**src/rtl/wdog_pkg.sv**
```systemverilog
package wdog_pkg;
  localparam int OFS_CTRL  = 'h0;
  localparam int OFS_LIMIT = 'h8;
  localparam int OFS_KICK  = 'hC;

  localparam int BIT_RUN   = 18;
  localparam int BIT_RSTEN = 21;
  localparam int BIT_CLKEN = 24;
  localparam int BIT_PREEN = 25;

  localparam int HALF_W    = 16;

  typedef struct packed {
    logic pre_en;
    logic clk_en;
    logic rst_en;
    logic run;
  } wdog_flags_t;
endpackage

```
**src/rtl/wdog_regs.sv**
```systemverilog
module wdog_regs
  import wdog_pkg::*;
#(
  parameter int ADDR_W = 4,
  parameter int DIV_W  = 18,
  parameter int CNT_W  = 16
) (
  input  logic              clk_i,
  input  logic              rst_ni,
  input  logic              wr_i,
  input  logic [ADDR_W-1:0] addr_i,
  input  logic [31:0]       wdata_i,
  input  logic [CNT_W-1:0]  count_i,
  output wdog_flags_t       flags_o,
  output logic [DIV_W-1:0]  div_o,
  output logic [CNT_W-1:0]  limit_o,
  output logic              kick_o,
  output logic              limit_wr_o,
  output logic [31:0]       rdata_o
);
  logic sel_ctrl, sel_limit, sel_kick;
  wdog_flags_t      flags_q;
  logic [DIV_W-1:0] div_q;
  logic [CNT_W-1:0] limit_q;

  assign sel_ctrl  = (addr_i == ADDR_W'(OFS_CTRL));
  assign sel_limit = (addr_i == ADDR_W'(OFS_LIMIT));
  assign sel_kick  = (addr_i == ADDR_W'(OFS_KICK));

  always_ff @(posedge clk_i or negedge rst_ni) begin
    if (!rst_ni) begin
      flags_q <= '0;
      div_q   <= '0;
      limit_q <= '0;
    end else begin
      if (wr_i && sel_ctrl) begin
        div_q          <= wdata_i[DIV_W-1:0];
        flags_q.run    <= wdata_i[BIT_RUN];
        flags_q.rst_en <= wdata_i[BIT_RSTEN];
        flags_q.clk_en <= wdata_i[BIT_CLKEN];
        flags_q.pre_en <= wdata_i[BIT_PREEN];
      end
      // upper half of the limit register is read-only count
      if (wr_i && sel_limit) limit_q <= wdata_i[CNT_W-1:0];
    end
  end

  always_comb begin
    rdata_o = '0;
    if (sel_ctrl) begin
      rdata_o[DIV_W-1:0] = div_q;
      rdata_o[BIT_RUN]   = flags_q.run;
      rdata_o[BIT_RSTEN] = flags_q.rst_en;
      rdata_o[BIT_CLKEN] = flags_q.clk_en;
      rdata_o[BIT_PREEN] = flags_q.pre_en;
    end else if (sel_limit) begin
      rdata_o[CNT_W-1:0]       = limit_q;
      rdata_o[HALF_W +: CNT_W] = count_i;
    end
  end

  assign flags_o    = flags_q;
  assign div_o      = div_q;
  assign limit_o    = limit_q;
  assign kick_o     = wr_i & sel_kick;
  assign limit_wr_o = wr_i & sel_limit;
endmodule

```
**src/rtl/wdog_prescaler.sv**
```systemverilog
module wdog_prescaler #(
  parameter int DIV_W = 18
) (
  input  logic             clk_i,
  input  logic             rst_ni,
  input  logic             en_i,
  input  logic [DIV_W-1:0] div_i,
  output logic             tick_o
);
  localparam int EXT_W = DIV_W + 1;

  logic [DIV_W-1:0] phase_q;
  logic             at_end;

  // divisor 0 or 1 both give a tick every clock
  assign at_end = (EXT_W'(phase_q) + EXT_W'(1)) >= EXT_W'(div_i);
  assign tick_o = en_i & at_end;

  always_ff @(posedge clk_i or negedge rst_ni) begin
    if (!rst_ni)     phase_q <= '0;
    else if (!en_i)  phase_q <= '0;
    else if (at_end) phase_q <= '0;
    else             phase_q <= phase_q + 1'b1;
  end
endmodule

```
**src/rtl/wdog_counter.sv**
```systemverilog
module wdog_counter #(
  parameter int CNT_W = 16
) (
  input  logic             clk_i,
  input  logic             rst_ni,
  input  logic             run_i,
  input  logic             rst_en_i,
  input  logic             tick_i,
  input  logic             kick_i,
  input  logic [CNT_W-1:0] limit_i,
  output logic [CNT_W-1:0] count_o,
  output logic             rst_req_o
);
  logic [CNT_W-1:0] count_q;
  logic             match, seen_q, req_q;

  assign match = run_i && (count_q == limit_i);

  always_ff @(posedge clk_i or negedge rst_ni) begin
    if (!rst_ni) begin
      count_q <= '0;
      seen_q  <= 1'b0;
      req_q   <= 1'b0;
    end else begin
      if (!run_i || kick_i)         count_q <= '0;
      else if (tick_i && !match)    count_q <= count_q + 1'b1;
      // seen_q marks that this arrival at the limit already fired
      seen_q <= match && !kick_i;
      req_q  <= match && !seen_q && rst_en_i;
    end
  end

  assign count_o   = count_q;
  assign rst_req_o = req_q;
endmodule

```
**src/rtl/wdog_timer.sv**
```systemverilog
module wdog_timer
  import wdog_pkg::*;
#(
  parameter int ADDR_W = 4,
  parameter int DIV_W  = 18,
  parameter int CNT_W  = 16
) (
  input  logic              clk_i,
  input  logic              rst_ni,
  input  logic              reg_wr_i,
  input  logic [ADDR_W-1:0] reg_addr_i,
  input  logic [31:0]       reg_wdata_i,
  output logic [31:0]       reg_rdata_o,
  output logic              rst_req_o
);
  wdog_flags_t      flags;
  logic [DIV_W-1:0] div_w;
  logic [CNT_W-1:0] limit_w, count_w;
  logic             kick_w, limit_wr_w, tick_w, tick_en_w;

  wdog_regs #(.ADDR_W(ADDR_W), .DIV_W(DIV_W), .CNT_W(CNT_W)) u_regs (
    .clk_i      (clk_i),
    .rst_ni     (rst_ni),
    .wr_i       (reg_wr_i),
    .addr_i     (reg_addr_i),
    .wdata_i    (reg_wdata_i),
    .count_i    (count_w),
    .flags_o    (flags),
    .div_o      (div_w),
    .limit_o    (limit_w),
    .kick_o     (kick_w),
    .limit_wr_o (limit_wr_w),
    .rdata_o    (reg_rdata_o)
  );

  assign tick_en_w = flags.run & flags.pre_en & flags.clk_en;

  wdog_prescaler #(.DIV_W(DIV_W)) u_presc (
    .clk_i  (clk_i),
    .rst_ni (rst_ni),
    .en_i   (tick_en_w),
    .div_i  (div_w),
    .tick_o (tick_w)
  );

  wdog_counter #(.CNT_W(CNT_W)) u_cnt (
    .clk_i     (clk_i),
    .rst_ni    (rst_ni),
    .run_i     (flags.run),
    .rst_en_i  (flags.rst_en),
    .tick_i    (tick_w),
    .kick_i    (kick_w),
    .limit_i   (limit_w),
    .count_o   (count_w),
    .rst_req_o (rst_req_o)
  );
endmodule

```
**config.mk**
```make
export PLATFORM = sky130hd
export DESIGN_NAME = wdog_timer
export DESIGN_NICKNAME = d
export VERILOG_FILES = /design/src/rtl/wdog_pkg.sv /design/src/rtl/wdog_regs.sv /design/src/rtl/wdog_prescaler.sv /design/src/rtl/wdog_counter.sv /design/src/rtl/wdog_timer.sv
export SDC_FILE = /design/constraint.sdc
export NUM_CORES = 1
export LEC_CHECK = 0
export BUFFER_PORTS_ARGS = -buffer_cell sky130_fd_sc_hd__buf_2
export CAP_MARGIN = 20
export CORE_UTILIZATION = 40
export CTS_BUF_LIST = sky130_fd_sc_hd__clkbuf_8
export DETAILED_ROUTE_END_ITERATION = 8
export PLACE_DENSITY = 0.64
export SETUP_SLACK_MARGIN = 0.2
export SKIP_CTS_REPAIR_TIMING = 1
export SYNTH_ARGS = -nofsm -noshare
export SYNTH_HDL_FRONTEND = slang
export SYNTH_SLANG_ARGS = --single-unit
```
**constraint.sdc**
```tcl
create_clock -name clk_i -period 3.95 [get_ports clk_i]
set_clock_uncertainty 0.15 [all_clocks]
set_input_delay 0.395 -clock clk_i [delete_from_list [all_inputs] [get_ports clk_i]]
set_output_delay 0.395 -clock clk_i [all_outputs]
set_load 0.03 [all_outputs]
```
==> results of run 1 <==
==> routing by layer <==
| layer | wire (µm) | vias up | global-route usage, % |
|---|---|---|---|
| met5 | 0 | - | 0 |
| met4 | 210 | 0 | 7.45 |
| met3 | 410 | 18 | 4.14 |
| met2 | 5320 | 70 | 34.5 |
| met1 | 4690 | 1686 | 25.3 |
| li1 | - | 1590 | - |
==> cells in the final DEF (no fill, tap or decap), types with 13 or more instances in the layout <==
master   instances
inv_1           19
and3_1          22
xnor2_1         19
a22o_1          22
and2_1          13
buf_2           60
nand2_1         22
dfrtp_1         74
xor2_1          14
mux2_2          38
a21oi_1         20
nand3_1         15
ha_1            19
==> synth_stat cells (5+ instances only) <==
| library cell | n | share of area (%) |
|---|---|---|
| nor2_1 | 11 | 0.99 |
| nand3_1 | 15 | 1.8 |
| clkbuf_1 | 10 | 0.90 |
| a21oi_1 | 20 | 2.4 |
| nand2_1 | 22 | 2.0 |
| and2_1 | 15 | 2.2 |
| o31ai_1 | 7 | 1.3 |
| o21ai_0 | 7 | 0.84 |
| nand4_1 | 11 | 1.6 |
| buf_2 | 5 | 0.60 |
| or4_1 | 8 | 1.4 |
| a22o_1 | 22 | 4.6 |
| xnor2_1 | 19 | 4.0 |
| dfrtp_1 | 74 | 44 |
| inv_1 | 19 | 1.7 |
| or3_1 | 8 | 1.2 |
| xor2_1 | 14 | 2.9 |
| mux2_2 | 38 | 10 |
| and3_1 | 23 | 3.4 |
| ha_1 | 20 | 6.0 |
==> cell families after synthesis <==
group / synth area share, %
muxes: 10.4
AOI/OAI and AO/OA: 11.2
and+or+nand+nor: 17.6
adders and majority gates: 5.97
xor gates and xnor gates: 6.90
DFF: 44.2
buffers and inverters: 3.73
==> area by class of cell <==
| cell class | instances | area, µm² |
|---|---|---|
| inverters | 19 | 71.3 |
| repair buffers | 72 | 390 |
| fillers | 968 | 5300 |
| clock buffers | 9 | 124 |
| flip-flops and latches | 74 | 1850 |
| well taps | 136 | 170 |
| clock inverters | 7 | 77.6 |
| multi-input cells | 291 | 2250 |
==> through the flow <==
step | std cells | worst slack, ps
after floorplan | 402 | 701
after global placement | 583 | 144
after detailed placement | 583 | 63.9
after CTS | 599 | 7.41
after global routing | 608 | 199
final | 608 | 429
==> flip-flops by register name, summed over array words and instances (netlist names) <==
name,cells
u_presc.phase_q,18
u_cnt.seen_q,1
u_cnt.rst_req_o,1
u_regs.flags_o,4
u_regs.div_o,18
u_cnt.count_o,16
u_regs.limit_o,16
==> worst max-delay path, delay by kind of cell (launching register included) <==
| family | cells | cell delay [ps] |
|---|---|---|
| AO/OA/AOI/OAI | 2 | 400 |
| XOR/XNOR | 1 | 150 |
| adder cells (fa/ha/maj) | 2 | 560 |
| flip-flops | 1 | 410 |
| AND/OR/NAND/NOR | 7 | 1760 |
==> worst paths after layout <==
check	start	endpoint	slack, ps	cells after the start
min in group clk_i	reg_wdata_i[24]	u_regs.flags_o[2]	100	2
hold reg to reg	u_cnt.seen_q	u_cnt.rst_req_o	260	1
max in group asynchronous	rst_ni	u_regs.div_o[13]	3020	1
setup reg to reg	u_presc.phase_q[0]	u_cnt.count_o[7]	430	12
hold / removal	rst_ni	u_cnt.count_o[4]	20	1
setup / recovery	u_presc.phase_q[0]	u_cnt.count_o[7]	430	12
==> report_power, final <==
part,total [W],switching [W],leakage (nW),internal [W]
combinational,0.000349,0.000189,1.34,0.000160
sequential,0.000949,0.0000998,0.969,0.000849
clock,0.000615,0.000318,0.100,0.000297
total,0.00191,0.000606,2.41,0.00131
==> results.py, run 1 <==
metrics = {
    "logic_synthesis": {
        "synth-seq-cells": 74,
        "async_flop_share_pct": 100,
        "synth.distinct_cells": 41,
        "ys.flop_type": "dfrtp_1",
        "yosys_warnings": 0,
        "ys_seq_area_share_pct": 44.2,
        "postSynthCellCount": 402,
        "synth-edff-count": 0,
        "syn_area_um2": 4190,
        "synth_nets": 461,
        "syn_area_per_cell_um2": 10.4,
    },
    "sta": {
        "slew_headroom_pct": 31.1,
        "holdWs_ps": 22.3,
        "worst_slew_pin_slew_ps": 1030,
        "hold_viol_final": 0,
        "fmaxAchievable_mhz": 284,
        "setup_tns_ps": 0,
        "setup_viol": 0,
        "rsz0062_at_grt": "no",
        "slew_viol_final": 0,
        "period_share_pct": 89.1,
        "final.min_clock_period_ps": 3520,
    },
    "die": {
        "die_w_um": 104,
        "core_area_um2": 10200,
        "die_area_um2": 10900,
        "chipHeight_um": 104,
        "num_rows": 37,
        "initial_core_util_pct": 41.0,
        "ios": 72,
    },
    "global_routing": {
        "grt_overflow": 0,
        "antenna_found_initial": 0,
        "grt_usage_pct": 20.3,
        "grt_max_degree": 75,
        "grt_pass1_vias": 3412,
        "grt_pass1_wl_um": 17000,
    },
    "cts": {
        "clock-sinks": 74,
        "clk_path_buf_depth": 2,
        "clk_pin_slew_ps": 90,
        "clk_latency_ps": 370,
        "cts_tree": "built",
        "numCtsBuffers": 9,
        "clockRootBuffer": "clkbuf_8",
        "cts_max_level": 3,
    },
    "setup_path": {
        "critical-path-slowest-cell": "or4_1",
        "worst_setup_path_start_kind": "flop",
        "worstPathArrival_ps": 3660,
        "endpoint_kind": "flop",
        "worstPathCellList": "ha_2 -> and3_4 -> and2_2 -> nand2_1 -> xnor2_1 -> ha_1 -> nand4_1 -> or3_4 -> a31oi_4 -> nor2_2 -> or4_1 -> a21oi_1",
        "path_class": "reg2reg",
        "crit_required_ps": 4090,
        "cp_slowest_stage_delay_ps": 510,
        "path_max_fanout": 8,
    },
    "routing": {
        "routed_via_density": 5.53,
        "dr.pass1.iters": 4,
        "wl_per_cell_um": 17.5,
        "drt-total-wl_um": 10600,
        "ant_nets": 0,
        "drc": 0,
        "drt_iter0_drc": 171,
        "vias": 3364,
    },
    "cells_and_area": {
        "antenna_cells": 0,
        "nets": 526,
        "final_util_pct": 48.2,
        "area_growth_pct": 17.8,
        "drive_above_1_share_pct": 30.1,
        "final_cell_area_um2": 4940,
    },
    "flow_run": {
        "drv_cap": 0,
    },
    "status": {
        "status": "complete, no violations",
    },
    "hold_path": {
        "hp-class": "in2async",
    },
    "power_and_ir_drop": {
        "p_leak_nw": 2.41,
        "p_total_w": 0.00191,
        "ir_drop_v": 0.000238,
        "power_per_cell_area_nw_per_um2": 387,
    },
    "placement": {
        "placed_cell_area_um2": 4620,
        "place_congestion": 0.804,
        "hpwlAfterDp_um": 7370,
        "portBuffers": 61,
    },
}
No activity file was read; power rests on OpenSTA's default activity.
==> inputs of run 2 (changes only) <==
==> constraint.sdc (replaced) <==
create_clock -name clk_i -period 4.1 [get_ports clk_i]
set_clock_uncertainty 0.15 [all_clocks]
set_input_delay 0.41 -clock clk_i [delete_from_list [all_inputs] [get_ports clk_i]]
set_output_delay 0.41 -clock clk_i [all_outputs]
set_load 0.03 [all_outputs]
==> run 2 against run 1 <==
Register-to-register slack worse by 50 ps. Cell area down 0.58%. Die area unchanged. Routed wire length down 2.3%. Global-route usage down 0.31 points. Sequential power down 3.7%. Highest routed layer unchanged. Combinational power down 5%. Maximum frequency down 5.4%. Clock power up 3%.
==> results.py, run 2 (same netlist as run 1, synthesis figures left out) <==
metrics = {
    "power_and_ir_drop": {
        "p_leak_nw": 2.41,
        "ir_drop_v": 0.000229,
        "power_per_cell_area_nw_per_um2": 383,
    },
    "placement": {
        "place_ws_ps": 150,
        "place_congestion": 0.815,
        "hpwlAfterDp_um": 7390,
        "portBuffers": 61,
        "placed_cell_area_um2": 4640,
    },
    "setup_path": {
        "endpoint_kind": "flop",
        "timing.rr.start": "u_presc.phase_q[2]",
        "path_class": "reg2reg",
        "rr_endpoint": "u_cnt.count_o[9]",
        "reg2regPathDepth": 14,
        "worst_setup_path_start_kind": "flop",
        "path_max_fanout": 26,
        "crit_required_ps": 4220,
        "worstPathArrival_ps": 3840,
        "r2r_slack_ps": 380,
    },
    "sta": {
        "rsz0062_at_grt": "yes",
        "fmaxAchievable_mhz": 269,
        "worst_slew_pin_slew_ps": 1040,
        "setup_ws_ps": 379,
        "slew_viol_final": 0,
        "setup_viol": 0,
        "period_share_pct": 90.8,
        "slew_headroom_pct": 30.3,
        "final.min_clock_period_ps": 3720,
        "hold_viol_final": 0,
        "setup_tns_ps": 0,
    },
    "cts": {
        "clk_pin_slew_ps": 80,
        "numCtsBuffers": 9,
        "clk_path_buf_depth": 2,
        "clock-sinks": 74,
        "cts_max_level": 3,
        "clk_latency_ps": 360,
        "clockRootBuffer": "clkbuf_8",
        "cts_tree": "built",
    },
    "die": {
        "core_area_um2": 10200,
        "num_rows": 37,
        "die_w_um": 104,
        "die_area_um2": 10900,
        "ios": 72,
        "chipHeight_um": 104,
        "initial_core_util_pct": 41.0,
    },
    "routing": {
        "ant_nets": 0,
        "wl_per_cell_um": 17.3,
        "dr.pass1.iters": 4,
        "drc": 0,
        "routed_via_density": 5.58,
        "vias": 3356,
        "drt_iter0_drc": 156,
        "drt-total-wl_um": 10400,
    },
    "cells_and_area": {
        "antenna_cells": 0,
        "area_growth_pct": 17.1,
        "layout_commonest_cell": "dfrtp_1",
        "layout_common_cells": "dfrtp_1 (74), buf_2 (60), mux2_2 (38)",
        "drive_above_1_share_pct": 28.6,
        "final_cell_area_um2": 4910,
        "nets": 520,
    },
    "global_routing": {
        "grt_usage_pct": 20.0,
        "grt_max_degree": 75,
        "grt_pass1_vias": 3341,
        "grt_pass1_wl_um": 16900,
        "antenna_found_initial": 0,
        "grt_overflow": 0,
    },
    "flow_run": {
        "drv_cap": 0,
    },
    "hold_path": {
        "hp-class": "in2async",
    },
    "status": {
        "status": "complete, no violations",
    },
}
==> run 2: power breakdown <==
group          total [W]  internal [W]  switching [W]  leakage (nW)
sequential      0.000914      0.000818      0.0000964         0.969
clock           0.000634      0.000343       0.000292         0.110
combinational   0.000332      0.000155       0.000177          1.33
total            0.00188       0.00132       0.000565          2.41
==> run 2: through the flow <==
stage          utilization (%)  hold WS (ps)  power (W)  cells
3_5_place_dp              45.3           251    0.00126    583
5_1_grt                   48.0           122    0.00197    601
4_1_cts                   47.4          94.5    0.00189    598
2_1_floorplan                -         -35.6    0.00113    402
6_report                  48.0          54.7    0.00188    601
3_3_place_gp              45.0           240    0.00124    582
==> run 2: worst max-delay path, stage by stage (launching register included) <==
cell	delay [ps]
dfrtp_1	420
and3_1	190
and3_1	200
and2_2	250
nand2_1	70
nor2_1	50
xor2_1	180
ha_1	310
nand4_1	180
or3_1	460
a31oi_4	210
nor2_4	100
buf_16	170
or4_1	500
a21oi_1	170
==> run 2: per-layer routing <==
| metal | vias to the layer above | wire length, µm | global-route usage, % |
|---|---|---|---|
| met1 | 1677 | 4580 | 24.8 |
| li1 | 1571 | - | - |
| met3 | 30 | 344 | 3.88 |
| met5 | - | 0 | 0 |
| met2 | 78 | 5180 | 33.7 |
| met4 | 0 | 273 | 8.47 |
==> run 2: worst max path at each step <==
| stage | startpoint | end | slack, ps |
|---|---|---|---|
| after floorplan | u_presc.phase_q[0] | u_cnt.count_o[15] | 850 |
| final | u_presc.phase_q[2] | u_cnt.count_o[9] | 380 |
| after global routing | u_presc.phase_q[2] | u_cnt.count_o[14] | 190 |
| after CTS | u_presc.phase_q[0] | u_cnt.count_o[9] | 90 |
| after detailed placement | u_presc.phase_q[0] | u_cnt.count_o[9] | 150 |
| after global placement | u_presc.phase_q[0] | u_cnt.count_o[15] | 40 |
==> run 2: layout make-up <==
type	instances	area, µm²
fillers	959	5320
well taps	136	170
repair buffers	67	373
clock inverters	6	91.3
clock buffers	9	124
inverters	19	71.3
flip-flops and latches	74	1850
multi-input cells	290	2230
==> inputs of run 3 (changes only) <==
--- a/config.mk
+++ b/config.mk
@@ -5,6 +5,7 @@
 export SDC_FILE = /design/constraint.sdc
 export NUM_CORES = 1
 export LEC_CHECK = 0
+export ABC_AREA = 1
 export BUFFER_PORTS_ARGS = -buffer_cell sky130_fd_sc_hd__buf_2
 export CAP_MARGIN = 20
 export CORE_UTILIZATION = 40
==> run 3 against run 2 <==
Worst setup slack better by 400 ps. Power up 5.3%. Die area grew 12%. Count of clock-buffer cells in the layout rose by 1. Core utilization fell by 1.5 points. Via count is 27% higher. Routed wire length increased by 20%. Clock power decreased by 3%. Critical path type unchanged. Critical endpoint is now u_cnt.count_o[3].
==> results.py, run 3 <==
metrics = {
    "status": {
        "status": "complete, no violations",
    },
    "global_routing": {
        "grt_pass1_vias": 4089,
        "grt_overflow": 0,
        "antenna_found_initial": 0,
        "grt_max_degree": 75,
        "grt_usage_pct": 21.5,
        "grt_pass1_wl_um": 20700,
    },
    "flow_run": {
        "drv_cap": 0,
    },
    "logic_synthesis": {
        "syn_area_per_cell_um2": 7.33,
        "synth_commonest_cells": "nand2_1 (153), inv_1 (112), dfrtp_1 (74), nor2_1 (70), o21ai_0 (42)",
        "syn_area_um2": 4720,
        "synth_nets": 702,
        "yosysTopAreaCellShare_pct": 39.3,
        "synth.distinct_cells": 36,
        "synth-seq-cells": 74,
        "ys_seq_area_share_pct": 39.3,
        "yosys_warnings": 0,
        "synth_most_common_cell": "nand2_1",
        "synth.largest_area_cell": "dfrtp_1",
        "ys.flop_type": "dfrtp_1",
        "synth-edff-count": 0,
        "async_flop_share_pct": 100,
        "synth_area_leaders": "dfrtp_1 (39%), nand2_1 (12%), inv_1 (8.9%)",
        "postSynthCellCount": 643,
    },
    "die": {
        "die_w_um": 111,
        "ios": 72,
        "initial_core_util_pct": 41.1,
        "chipHeight_um": 111,
        "die_area_um2": 12200,
        "num_rows": 39,
        "core_area_um2": 11500,
    },
    "cells_and_area": {
        "final_cells": 845,
        "antenna_cells": 0,
        "area_growth_pct": 12.9,
        "nets": 756,
        "drive_above_1_share_pct": 15.8,
        "nFillCells": 1169,
        "layout_common_cells": "nand2_1 (153), inv_1 (112), dfrtp_1 (74)",
        "layout_commonest_cell": "nand2_1",
    },
    "routing": {
        "ant_nets": 0,
        "drt_iter0_drc": 224,
        "vias": 4256,
        "dr.pass1.iters": 4,
        "routed_via_density": 5.04,
        "wl_per_cell_um": 14.8,
        "drt-total-wl_um": 12500,
        "drc": 0,
    },
    "sta": {
        "period_share_pct": 80.9,
        "rsz0062_at_grt": "no",
        "setup_viol": 0,
        "final.min_clock_period_ps": 3320,
        "hold_viol_final": 0,
        "setup_tns_ps": 0,
        "slew_headroom_pct": 28.3,
        "worst_slew_pin_slew_ps": 1070,
        "slew_viol_final": 0,
        "fmaxAchievable_mhz": 302,
    },
    "power_and_ir_drop": {
        "p_switching_w": 0.000702,
        "p_int_w": 0.00128,
        "power_per_cell_area_nw_per_um2": 372,
        "ir_drop_v": 0.000215,
        "power.share.switching_pct": 35.5,
        "pwr-share-seq_pct": 44.8,
        "pwr-share-comb_pct": 24.1,
        "p_leak_nw": 2.92,
        "clkPwrFrac_pct": 31.1,
    },
    "cts": {
        "cts_max_level": 3,
        "numCtsBuffers": 9,
        "cts_tree": "built",
        "clockRootBuffer": "clkbuf_8",
        "clk_pin_slew_ps": 90,
        "clk_path_buf_depth": 2,
        "clock-sinks": 74,
        "clk_latency_ps": 370,
    },
    "setup_path": {
        "worst_setup_path_start_kind": "flop",
        "reg2regPathDepth": 23,
        "critical_path.endpoint": "u_cnt.count_o[3]",
        "endpoint_kind": "flop",
        "r2r_slack_ps": 780,
        "rr_endpoint": "u_cnt.count_o[3]",
        "startpoint": "u_presc.phase_q[0]",
        "timing.rr.start": "u_presc.phase_q[0]",
        "path_max_fanout": 18,
        "worstPathArrival_ps": 3480,
        "path_class": "reg2reg",
        "crit_required_ps": 4260,
    },
    "placement": {
        "portBuffers": 61,
        "dp_cells": 829,
        "hpwlAfterDp_um": 9440,
        "place_congestion": 0.867,
    },
    "hold_path": {
        "hp-class": "in2async",
    },
}
## run 3: cell types whose count changed in the layout (fill, tap and decap cells not counted), sizes merged, moves of 9 or more
cell	change
a22o	-22
and2	-16
and3	-23
inv	+99
mux2	-38
nand2	+137
nand3	+19
nand4	+11
nor2	+63
nor3	+11
o21ai	+34
o22ai	+18
or4	-9
xnor2	-15
## run 3: through the flow
step | area, µm² | power, W | hold slack (ps) | setup WS (ps) | utilization, %
after global placement | 5110 | 0.00136 | 247 | 860 | 44.6
after global routing | 5330 | 0.00211 | 98.7 | 314 | 46.4
final | 5330 | 0.00198 | 20.3 | 784 | 46.4
after detailed placement | 5110 | 0.00137 | 254 | 788 | 44.6
after CTS | 5330 | 0.00200 | 52.5 | 770 | 46.4
after floorplan | 4720 | 0.00123 | -35.6 | 1290 | -
## run 3: area by class of cell
| class | instances | area, µm² | area share, % |
|---|---|---|---|
| clock buffers | 10 | 138 | 2.58 |
| inverters | 117 | 439 | 8.25 |
| multi-input cells | 433 | 2330 | 43.7 |
| well taps | 143 | 179 | 3.36 |
| flip-flops and latches | 74 | 1850 | 34.8 |
| clock inverters | 6 | 73.8 | 1.39 |
| repair buffers | 62 | 315 | 5.92 |
## run 3: worst min path at each step
stage	startpoint	endpoint	slack, ps
final	rst_ni	u_cnt.count_o[10]	20
after global routing	rst_ni	u_cnt.count_o[6]	100
after CTS	rst_ni	u_cnt.count_o[6]	50
after detailed placement	u_cnt.seen_q	u_cnt.rst_req_o	250
after global placement	u_cnt.seen_q	u_cnt.rst_req_o	250
after floorplan	rst_ni	u_cnt.count_o[0]	-40
## run 3: kinds of logic (layout without fill, tap and decap cells)
kind of cell | count (synthesis) | in the layout | synth area share, %
flops | 74 | 74 | 39.3
simple gates | 310 | 310 | 30.2
buf+inv | 136 | 195 | 11.4
xor+xnor | 24 | 24 | 4.46
fa+ha+maj | 20 | 20 | 5.31
compound gates | 79 | 79 | 9.45
## run 3: worst max-delay path, cell delays in order, from the launching register on
cell     delay, ps
dfrtp_1        390
nand2_1         70
nor2_1         150
nand3_1        150
inv_1          100
nand2_2         70
nor2_4         140
nand2_1         60
inv_1          120
nand3_1         80
nand2_1         90
inv_1           50
ha_1           280
nand2_1         90
inv_1           60
nand2_1         50
nand2_1         40
nor2_1          80
o21ai_1         70
nor2_1         250
nand2_4        210
nand2_4        270
nand3_1        120
nand2_1        100
## run 3: power by group through the flow
stage	clock (W)	combinational (W)	sequential, W
after floorplan	0	0.000354	0.000873
after global placement	0	0.000461	0.000896
after detailed placement	0	0.000475	0.000899
after CTS	0.000634	0.000480	0.000885
after global routing	0.000664	0.000550	0.000898
final	0.000615	0.000477	0.000887
## run 3: layer usage
metal / routed length, µm / up-vias / share of wire, % / track usage [%]
li1: - / 2139 / - / -
met1: 5930 / 1986 / 48 / 30.3
met2: 5750 / 111 / 46 / 32.8
met3: 535 / 20 / 4.3 / 3.46
met4: 256 / 0 / 2.1 / 8.98
met5: 0 / - / 0 / 0
